**config.mk**
```make
export PLATFORM = sky130hd
export DESIGN_NAME = dma_xfer_engine
export DESIGN_NICKNAME = d
export VERILOG_FILES = /design/src/rtl/dma_pkg.sv /design/src/rtl/dma_req_det.sv /design/src/rtl/dma_addr_step.sv /design/src/rtl/dma_xfer_engine.sv
export SDC_FILE = /design/constraint.sdc
export NUM_CORES = 1
export LEC_CHECK = 0
export BUFFER_PORTS_ARGS = -buffer_cell sky130_fd_sc_hd__clkbuf_2
export CORE_MARGIN = 4
export CORE_UTILIZATION = 55
export DETAILED_ROUTE_END_ITERATION = 16
export GPL_TIMING_DRIVEN = 0
export HOLD_SLACK_MARGIN = 0.08
export PLACE_DENSITY = 0.78
export SLEW_MARGIN = 20
export SYNTH_ARGS = -nofsm -noshare
export SYNTH_HDL_FRONTEND = slang
export SYNTH_SLANG_ARGS = --single-unit
```
**constraint.sdc**
```tcl
create_clock -name clk_i -period 3.7 [get_ports clk_i]
set_clock_uncertainty 0.2 [all_clocks]
set_input_delay 0.37 -clock clk_i [delete_from_list [all_inputs] [get_ports clk_i]]
set_output_delay 0.37 -clock clk_i [all_outputs]
set_load 0.005 [all_outputs]
```
**src/rtl/dma_pkg.sv**
```systemverilog
package dma_pkg;
  typedef enum logic [2:0] {
    ST_IDLE, ST_WAIT, ST_RD, ST_WR, ST_DONE
  } dma_state_e;

  localparam logic [1:0] STEP_HOLD = 2'd0;
  localparam logic [1:0] STEP_UP   = 2'd1;
  localparam logic [1:0] STEP_DOWN = 2'd2;

  function automatic logic [2:0] unit_bytes(input logic [1:0] sz);
    case (sz)
      2'd0:    return 3'd1;
      2'd1:    return 3'd2;
      default: return 3'd4;
    endcase
  endfunction
endpackage

```
**src/rtl/dma_req_det.sv**
```systemverilog
module dma_req_det (
  input  logic clk_i,
  input  logic rst_ni,
  input  logic dreq_ni,
  input  logic edge_i,
  input  logic clr_i,
  input  logic take_i,
  output logic req_o
);
  logic prev_q, pend_q, fall;

  assign fall = prev_q & ~dreq_ni;

  always_ff @(posedge clk_i or negedge rst_ni) begin
    if (!rst_ni) begin
      prev_q <= 1'b1;
      pend_q <= 1'b0;
    end else begin
      prev_q <= dreq_ni;
      if (clr_i)       pend_q <= 1'b0;
      else if (fall)   pend_q <= 1'b1;
      else if (take_i) pend_q <= 1'b0;
    end
  end

  assign req_o = edge_i ? pend_q : ~dreq_ni;
endmodule

```
**src/rtl/dma_addr_step.sv**
```systemverilog
module dma_addr_step #(
  parameter int AW = 24
) (
  input  logic [AW-1:0] addr_i,
  input  logic [1:0]    mode_i,
  input  logic [1:0]    size_i,
  output logic [AW-1:0] next_o
);
  import dma_pkg::*;
  logic [AW-1:0] step;

  assign step = AW'(unit_bytes(size_i));

  always_comb begin
    case (mode_i)
      STEP_UP:   next_o = addr_i + step;
      STEP_DOWN: next_o = addr_i - step;
      default:   next_o = addr_i;
    endcase
  end
endmodule

```
**src/rtl/dma_xfer_engine.sv**
```systemverilog
module dma_xfer_engine #(
  parameter int AW = 24,
  parameter int CW = 24,
  parameter int DW = 32,
  parameter int BW = 8
) (
  input  logic          clk_i,
  input  logic          rst_ni,
  input  logic          en_i,
  input  logic [AW-1:0] src_addr_i,
  input  logic [AW-1:0] dst_addr_i,
  input  logic [CW-1:0] count_i,
  input  logic [1:0]    size_i,
  input  logic [1:0]    src_mode_i,
  input  logic [1:0]    dst_mode_i,
  input  logic          dual_i,
  input  logic          single_wr_i,
  input  logic          req_ext_i,
  input  logic          edge_i,
  input  logic          burst_i,
  input  logic          block_i,
  input  logic [BW-1:0] blk_size_i,
  input  logic          dreq_ni,
  input  logic          irq_clr_i,
  output logic          cyc_o,
  output logic          we_o,
  output logic [AW-1:0] addr_o,
  output logic [1:0]    size_o,
  output logic [DW-1:0] wdata_o,
  input  logic [DW-1:0] rdata_i,
  input  logic          ack_i,
  output logic          dack_o,
  output logic          irq_o
);
  import dma_pkg::*;
  localparam int NSIDE = 2;

  dma_state_e    st_q, st_d;
  logic [CW-1:0] cnt_q;
  logic [BW-1:0] blk_q;
  logic [DW-1:0] data_q;
  logic          free_q, irq_q;
  logic          load, unit_done, last, blk_mode, more_blk, req, burst_go, take;
  dma_state_e    first_st;

  logic [AW-1:0] ptr_q   [NSIDE];
  logic [AW-1:0] ptr_nxt [NSIDE];
  logic [AW-1:0] ptr_ini [NSIDE];
  logic [1:0]    ptr_mode[NSIDE];

  assign ptr_ini[0]  = src_addr_i;
  assign ptr_ini[1]  = dst_addr_i;
  assign ptr_mode[0] = src_mode_i;
  assign ptr_mode[1] = dst_mode_i;

  assign load      = (st_q == ST_IDLE) && en_i;
  assign unit_done = ack_i && ((st_q == ST_WR) || (st_q == ST_RD && !dual_i));
  assign last      = !free_q && (cnt_q == CW'(1));
  assign blk_mode  = block_i && req_ext_i;
  assign more_blk  = blk_mode && (blk_q != '0);
  assign burst_go  = burst_i && !blk_mode && req;
  assign first_st  = (dual_i || !single_wr_i) ? ST_RD : ST_WR;

  // request consumed when a unit (or block) starts from a request
  assign take = ((st_q == ST_WAIT) && en_i && req) ||
                (unit_done && !last && en_i && !more_blk && burst_go);

  dma_req_det u_req (
    .clk_i  (clk_i),
    .rst_ni (rst_ni),
    .dreq_ni(dreq_ni),
    .edge_i (edge_i),
    .clr_i  (st_q == ST_IDLE),
    .take_i (take),
    .req_o  (req_det)
  );
  logic req_det;
  assign req = req_ext_i ? req_det : 1'b1;

  for (genvar gi = 0; gi < NSIDE; gi++) begin : g_side
    dma_addr_step #(.AW(AW)) u_step (
      .addr_i(ptr_q[gi]),
      .mode_i(ptr_mode[gi]),
      .size_i(size_i),
      .next_o(ptr_nxt[gi])
    );
    always_ff @(posedge clk_i or negedge rst_ni) begin
      if (!rst_ni)                            ptr_q[gi] <= '0;
      else if (load)                          ptr_q[gi] <= ptr_ini[gi];
      else if (unit_done && (gi == 0 || dual_i)) ptr_q[gi] <= ptr_nxt[gi];
    end
  end

  always_comb begin
    st_d = st_q;
    case (st_q)
      ST_IDLE: if (en_i) st_d = ST_WAIT;
      ST_WAIT: begin
        if (!en_i)    st_d = ST_IDLE;
        else if (req) st_d = first_st;
      end
      ST_RD, ST_WR: begin
        if (st_q == ST_RD && ack_i && dual_i) st_d = ST_WR;
        else if (unit_done) begin
          if (last)                     st_d = ST_DONE;
          else if (!en_i)               st_d = ST_IDLE;
          else if (more_blk || burst_go) st_d = first_st;
          else                          st_d = ST_WAIT;
        end
      end
      ST_DONE: if (!en_i) st_d = ST_IDLE;
      default: st_d = ST_IDLE;
    endcase
  end

  always_ff @(posedge clk_i or negedge rst_ni) begin
    if (!rst_ni) begin
      st_q   <= ST_IDLE;
      cnt_q  <= '0;
      free_q <= 1'b0;
      blk_q  <= '0;
      data_q <= '0;
      irq_q  <= 1'b0;
    end else begin
      st_q <= st_d;
      if (load) begin
        cnt_q  <= count_i;
        free_q <= (count_i == '0);
      end else if (unit_done && !free_q) begin
        cnt_q <= cnt_q - CW'(1);
      end
      if (st_q == ST_WAIT && st_d != ST_WAIT && st_d != ST_IDLE)
        blk_q <= blk_size_i - BW'(1);
      else if (unit_done && more_blk)
        blk_q <= blk_q - BW'(1);
      if (st_q == ST_RD && ack_i && dual_i) data_q <= rdata_i;
      if (unit_done && last) irq_q <= 1'b1;
      else if (irq_clr_i)    irq_q <= 1'b0;
    end
  end

  assign cyc_o   = (st_q == ST_RD) || (st_q == ST_WR);
  assign we_o    = (st_q == ST_WR);
  assign addr_o  = (st_q == ST_WR && dual_i) ? ptr_q[1] : ptr_q[0];
  assign size_o  = size_i;
  assign wdata_o = dual_i ? data_q : '0;
  assign dack_o  = cyc_o && !dual_i;
  assign irq_o   = irq_q;
endmodule

```
==> summary.md, run 1 <==
| Metric | Value |
|---|---|
| Setup violators final | 0 |
| Worst Path Arrival | 3.50 ns |
| Final Hold Vio Count | 0 |
| EDFF count, synth | 0 |
| Total grt overflow | 0 |
| Final net count | 1,433 |
| Fmax achieved | 292 MHz |
| Commonest non-fill, non-tap cells in the layout | clkbuf_2 (192), dfrtp_1 (118), dlygate4sd3_1 (107), nand2_1 (101), a21oi_1 (87) |
| Die Wd | 131 um |
| I/O pin count | 192 |
| RSZ-0062 raised after global routing | false |
| GP Congestion | 0.949 |
| Post-Place Setup Slack | -0.713 ns |
| WL per Instance | 18.5 um |
| Syn Inst Count | 931 |
| Ranking of synthesized cells by area | dfrtp_1 (36%), mux2_2 (7.6%), ha_1 (7.5%), a21oi_1 (5.3%), o21ai_0 (5.1%) |
| Largest net degree at the start of global routing | 68 |
| WS Path Type | input port to register |
| HP Class | input port to register |
| FP Rows | 44 |
| Setup crit start kind | input port |
| Total track usage | 31.0% |
| Dominant synthesized flop cell | dfrtp_1 |
| Syn avg cell area | 8.91 sq um |
| Maximum VDD drop | 458 uV |
| Commonest non-fill, non-tap cell in the layout | clkbuf_2 |
| Worst Path Max Fanout | 3 |
| HPWL after detailed placement | 17,300 um |
| Initial DRC Count | 706 |
| CTS Sinks | 119 |
| Detailed Routing Iterations Pass 1 | 5 |
| CTS tree | done |
| Initial Util | 56.6% |
| WP data required | 3.77 ns |
| I/O Buffers | 191 |
| DR vias | 8,392 |
| Root buffer cell | clkbuf_16 |
| Vias per cell | 5.80 |
| Core area | 0.0146 sq mm |
| Cell accounting for the most synthesized area | dfrtp_1 |
| Run status | completed |
| Final WS setup | 0.273 ns |
| Relative slew slack | 49.4% |
| Synth Warn # | 0 |
| Async SR Flop Fraction | 100% |
| FILL cells | 986 |
| Share of the synthesized area in the top cell type | 35.6% |
| Worst slew pin tran | 0.759 ns |
| Pleak | 5.17 nW |
| Final period util | 92.6% |
| Synth Cell Area | 0.00829 sq mm |
| Fin cells | 1,448 |
| Number of global-route vias before repair | 8,317 |
| Placed Cells | 1,308 |
| H-tree depth | 4 |
| DIE AREA | 0.0171 sq mm |
| Worst-path clk slew | 0.06 ns |
| Die height | 131 um |
| TritonCTS Buffers | 17 |
| Antenna violations before repair | 0 |
| P&R area growth vs syn | 35.7% |
| Number of max-cap violations | 0 |
| WL final | 26,800 um |
| Net count after synthesis | 1,113 |
| Synth cell types | 63 |
| Fin crit period | 3.43 ns |
| Drt drc | 0 |
| Pins over their slew limit | 0 |
| Sequential area share after synthesis | 35.9% |
| Register bit total from synthesis | 119 |
| ANT nets after route | 0 |
| Ant diodes | 0 |
| Cell Pwr Density | 712 mW/mm^2 |
| Crit end category | register |
| Maximum clock insertion buffer count | 2 |
| First-pass GRT wire length | 41,200 um |
| Setup TNS Final | 0 ns |
| Layout cells sized above 1 | 25.0% |
| Clk_lat worst skew | 0.42 ns |
==> final timing paths <==
check | from | endpoint | slack [ns] | cells past startpoint
max in group asynchronous | rst_ni | u_req.prev_q | 2.28 | 3
min reg2reg | data_q[6] | data_q[6] | 0.30 | 1
min in group asynchronous | rst_ni | blk_q[3] | 0.31 | 2
min | blk_size_i[6] | blk_q[6] | 0.1 | 4
max | size_i[0] | ptr_q[16] | 0.27 | 15
max reg2reg | ptr_q[0] | ptr_q[16] | 0.43 | 14
==> layout make-up <==
| class | instances | area (sq um) | area share (%) |
|---|---|---|---|
| Timing Repair Buffer | 300 | 2070 | 18.4 |
| Tap cell | 184 | 230 | 2.05 |
| Multi-Input combinational cell | 750 | 5110 | 45.5 |
| Clock buffer | 18 | 439 | 3.90 |
| Sequential cell | 119 | 2980 | 26.5 |
| Clock inverter | 14 | 165 | 1.47 |
| Buffer | 40 | 164 | 1.46 |
| Inverter | 23 | 86.3 | 0.767 |
==> Yosys cell counts (11+ instances only) <==
master,instances
clkbuf_1,34
nor2_1,57
o21ai_0,85
mux2_2,56
mux2i_1,11
xor2_1,29
and3_1,14
ha_1,50
a21o_1,15
a21oi_1,87
xnor2_1,45
dfrtp_1,118
inv_1,23
and2_1,35
nor3_1,25
nand2_1,101
nand3_1,16
==> per-stage QoR <==
step / total power, mW / instance area, sq um / hold slack (ns) / util (%)
2_1_floorplan: 4.95 / 8300 / -0.126 / -
3_3_place_gp: 5.92 / 9480 / 0.281 / 64.8
3_5_place_dp: 6.04 / 9530 / 0.214 / 65.1
4_1_cts: 7.88 / 11200 / 0.0810 / 76.6
5_1_grt: 8.55 / 11200 / 0.119 / 76.8
6_report: 8.00 / 11200 / 0.0995 / 76.8
==> report_power, final <==
part	internal (mW)	total (mW)	switching (mW)
clock	1.03	1.71	0.679
combinational	1.79	3.81	2.02
sequential	1.92	2.49	0.562
==> timing repair <==
action	CTS	global route
pin swaps	0	0
setup endpoints to repair	11	7
resized for setup	2	7
setup buffers	0	0
cloned	0	2
endpoints found under the hold margin	174	0
hold buffers	107	0
==> critical path, stage by stage <==
cell      delay, ns
clkbuf_2       0.11
or2_2          0.32
ha_1           0.32
mux2i_2        0.10
fa_1           0.45
a21oi_1        0.21
o22ai_1        0.13
o21ai_0        0.30
nand2_1        0.13
a21o_1         0.22
a31o_2         0.24
a21oi_1        0.24
a21oi_1        0.12
xnor2_1        0.14
o21ai_0        0.10
==> logic make-up (layout without fill, tap and decap cells) <==
group | after synthesis | count (layout) | share of synthesized area [%]
xor+xnor | 74 | 74 | 7.82
flops | 119 | 119 | 35.9
fa+ha+maj | 52 | 52 | 8.03
buf+inv | 64 | 395 | 3.05
mux | 67 | 67 | 8.93
simple gates | 309 | 311 | 19.2
compound gates | 246 | 246 | 17.0
==> registers in the layout (all words and copies together) (netlist names) <==
signal,cells
cnt_q,24
blk_q,8
free_q,1
u_req.prev_q,1
data_q,32
st_q,3
irq_o,1
ptr_q,48
u_req.pend_q,1
==> per-layer routing <==
| metal | GRT usage (%) | vias up | wire length [um] |
|---|---|---|---|
| met4 | 12.1 | 0 | 1050 |
| li1 | - | 3943 | - |
| met1 | 38.2 | 3935 | 10600 |
| met3 | 6.38 | 94 | 1780 |
| met5 | 0 | - | 0 |
| met2 | 53.6 | 420 | 13300 |
Power figures use the tool's default switching activity.
==> inputs of run 2 (changes only) <==
--- a/config.mk
+++ b/config.mk
@@ -6,12 +6,13 @@
 export NUM_CORES = 1
 export LEC_CHECK = 0
 export BUFFER_PORTS_ARGS = -buffer_cell sky130_fd_sc_hd__clkbuf_2
+export CORE_ASPECT_RATIO = 1.1
 export CORE_MARGIN = 4
 export CORE_UTILIZATION = 55
 export DETAILED_ROUTE_END_ITERATION = 16
 export GPL_TIMING_DRIVEN = 0
 export HOLD_SLACK_MARGIN = 0.08
-export PLACE_DENSITY = 0.78
+export PLACE_DENSITY = 0.81
 export SLEW_MARGIN = 20
 export SYNTH_ARGS = -nofsm -noshare
 export SYNTH_HDL_FRONTEND = slang
==> summary.md, run 2 (synthesis results as in run 1) <==
| Metric | Value |
|---|---|
| Run status | completed |
| RR Startpoint | ptr_q[24] |
| WP data required | 3.78 ns (about the same) |
| Fin crit period | 3.50 ns (+0.0780 ns) |
| Core area | 0.0146 sq mm (-0.17%) |
| Total grt overflow | 0 (unchanged) |
| Worst Path Max Fanout | 3 (unchanged) |
| Seq pwr share | 31.0% (about the same) |
| TritonCTS Buffers | 17 (unchanged) |
| P&R area growth vs syn | 35.7% (about the same) |
| Placed Cells | 1,316 (+0.61%) |
| Drt drc | 0 (unchanged) |
| Antenna violations before repair | 2 (+2) |
| Final Hold Vio Count | 0 (unchanged) |
| Largest regs | ptr_q (48), data_q (32), cnt_q (24) |
| Pins over their slew limit | 0 (unchanged) |
| WS Path Type | input port to register |
| Setup TNS Final | 0 ns (unchanged) |
| Setup crit start kind | input port |
| Post-CTS Setup Repair Bufs | 0 (unchanged) |
| CP Cell Sequence | clkbuf_2, nor2b_1, inv_1, ha_1, mux2i_1, fa_1, a211oi_1, o211ai_1, o2bb2ai_1, a31oi_2, o21ai_1, a21oi_2, o21bai_1, a21oi_1, xor2_1, a21oi_1 |
| Pleak | 5.17 nW (about the same) |
| Vias per cell | 5.89 (+1.6%) |
| ANT nets after route | 0 (unchanged) |
| Sw Pwr | 3.33 mW (+2.1%) |
| DIE AREA | 0.0171 sq mm (about the same) |
| Detailed Routing Iterations Pass 1 | 6 (+1) |
| Clk_lat worst skew | 0.43 ns (about the same) |
| Final WS setup | 0.195 ns (-0.0780 ns) |
| Clk network pwr share | 21.3% (about the same) |
| H-tree depth | 4 (unchanged) |
| Setup violators final | 0 (unchanged) |
| WL final | 27,600 um (+3.2%) |
| Slowest stage delay, CP | 0.48 ns (+0.03 ns) |
| Worst-path clk slew | 0.06 ns (about the same) |
| WP buf/inv | 2 (+1) |
| CTS Sinks | 119 (unchanged) |
| Fmax achieved | 285 MHz (-2.2%) |
| HPWL after detailed placement | 17,500 um (+1.4%) |
| Worst Path Arrival | 3.58 ns (+0.08 ns) |
| Initial Util | 56.7% (+0.097 points) |
| RSZ-0062 raised after global routing | false |
| Maximum clock insertion buffer count | 2 (unchanged) |
| Commonest non-fill, non-tap cell in the layout | clkbuf_2 |
| Largest net degree at the start of global routing | 71 (+4.4%) |
| Critical Path Start | size_i[0] |
| Root buffer cell | clkbuf_16 |
| Crit-path slowest cell | fa_1 |
| Max FFs per register | 48 (unchanged) |
| Fin Hold WS | 0.0875 ns (-0.0119 ns) |
| I/O Buffers | 191 (unchanged) |
| Crit end category | register |
| Switch share | 41.3% (+0.54 points) |
| Final net count | 1,433 (unchanged) |
| Maximum VDD drop | 433 uV (-5.4%) |
| Hold Crit Start | src_addr_i[22] |
| Cell mode on critical path | a21oi_1 |
| Internal | 4.74 mW (-0.12%) |
| Layout cells sized above 1 | 24.8% (-0.16 points) |
| Total track usage | 31.9% (+0.83 points) |
| HP Class | input port to register |
| Initial DRC Count | 748 (+5.9%) |
| Delay-heaviest family, CP | compound AO/OA/AOI/OAI gates |
| Number of max-cap violations | 0 (unchanged) |
| Top reg by flops | ptr_q |
| Commonest non-fill, non-tap cells in the layout | clkbuf_2 (192), dfrtp_1 (118), dlygate4sd3_1 (106), nand2_1 (101), a21oi_1 (86) |
| GP Congestion | 0.988 (+4.1%) |
| FILL cells | 949 (-3.8%) |
| Worst slew pin tran | 0.829 ns (+0.0704 ns) |
| Fin cells | 1,459 (+0.76%) |
| Die Wd | 125 um (-4.4%) |
| Relative slew slack | 44.7% (-4.7 points) |
| First-pass GRT wire length | 43,600 um (+6.0%) |
| WL per Instance | 18.9 um (+2.4%) |
| I/O pin count | 192 (unchanged) |
| FP Rows | 46 (+4.5%) |
| DR vias | 8,591 (+2.4%) |
| Number of global-route vias before repair | 8,698 (+4.6%) |
| Comb pwr share | 47.7% (about the same) |
| Die height | 137 um (+4.6%) |
| Post-Place Setup Slack | -0.682 ns (+0.0315 ns) |
| Cell Pwr Density | 717 mW/mm^2 (+0.77%) |
| Final period util | 94.7% (+2.1 points) |
| Tot Pwr | 8.07 mW (+0.80%) |
| CTS tree | done |
## run 2: cell count changes in the layout (fill, tap and decap cells not counted), sizes merged
cell	before	now
clkinvlp	2	0
inv	29	34
clkinv	4	2
diode	0	3
dlygate4sd3	107	106
## run 2: through the flow
stage	util, %	area [sq um]
after floorplan	-	8300
after global placement	64.9	9490
after detailed placement	65.3	9540
after CTS	76.7	11200
after global routing	77.0	11300
final	77.0	11300
## run 2: layout make-up
type                       instances  area (sq um)  share of cell area [%]
antenna                            3          7.51                  0.0667
buffer                            41           168                    1.49
clock buffer                      17           425                    3.78
clock inverter                    15           179                    1.59
inverter                          23          86.3                   0.767
multi-input combinational        750          5110                    45.4
sequential                       119          2980                    26.5
tap                              192           240                    2.13
timing repair buffer             299          2060                    18.3
## run 2: power groups by stage
stage | Clock, mW | Sequential (mW) | Combinational (mW)
CTS | 1.72 | 2.46 | 3.72
global placement | 0 | 2.43 | 3.47
detailed placement | 0 | 2.47 | 3.59
global route | 1.77 | 2.56 | 4.25
floorplan | 0 | 2.29 | 2.66
finish | 1.72 | 2.50 | 3.85
## run 2: per-layer routing
| metal | share of wire, % | GRT usage [%] | wire length, um |
|---|---|---|---|
| met5 | 0 | 0 | 0 |
| met4 | 5.2 | 16.4 | 1440 |
| met3 | 7.6 | 5.89 | 2090 |
| met2 | 49 | 55.9 | 13600 |
| met1 | 38 | 37.5 | 10500 |
## run 2: worst reg2reg max path: cells and delay by family (launching register included)
kind            cells  cell delay, ns
xor+xnor            1            0.21
flops               1            0.41
buf+inv             2            0.13
fa+ha+maj           2            0.58
compound gates      9            1.64
## run 2: worst paths after layout
check                            end  slack, ns  cells after the start
max in group asynchronous   cnt_q[4]       2.33                      3
max                        ptr_q[46]       0.20                     16
min                        ptr_q[46]       0.09                      4
min in group asynchronous   blk_q[3]       0.27                      2
max reg2reg                ptr_q[46]       0.37                     14
min reg2reg                data_q[0]       0.30                      1
## run 2: what timing repair did
action,in CTS,in global routing
endpoints found under the hold margin,157,0
cloned,0,2
hold buffers,106,0
gates resized for setup,2,6
setup endpoints to repair,11,10
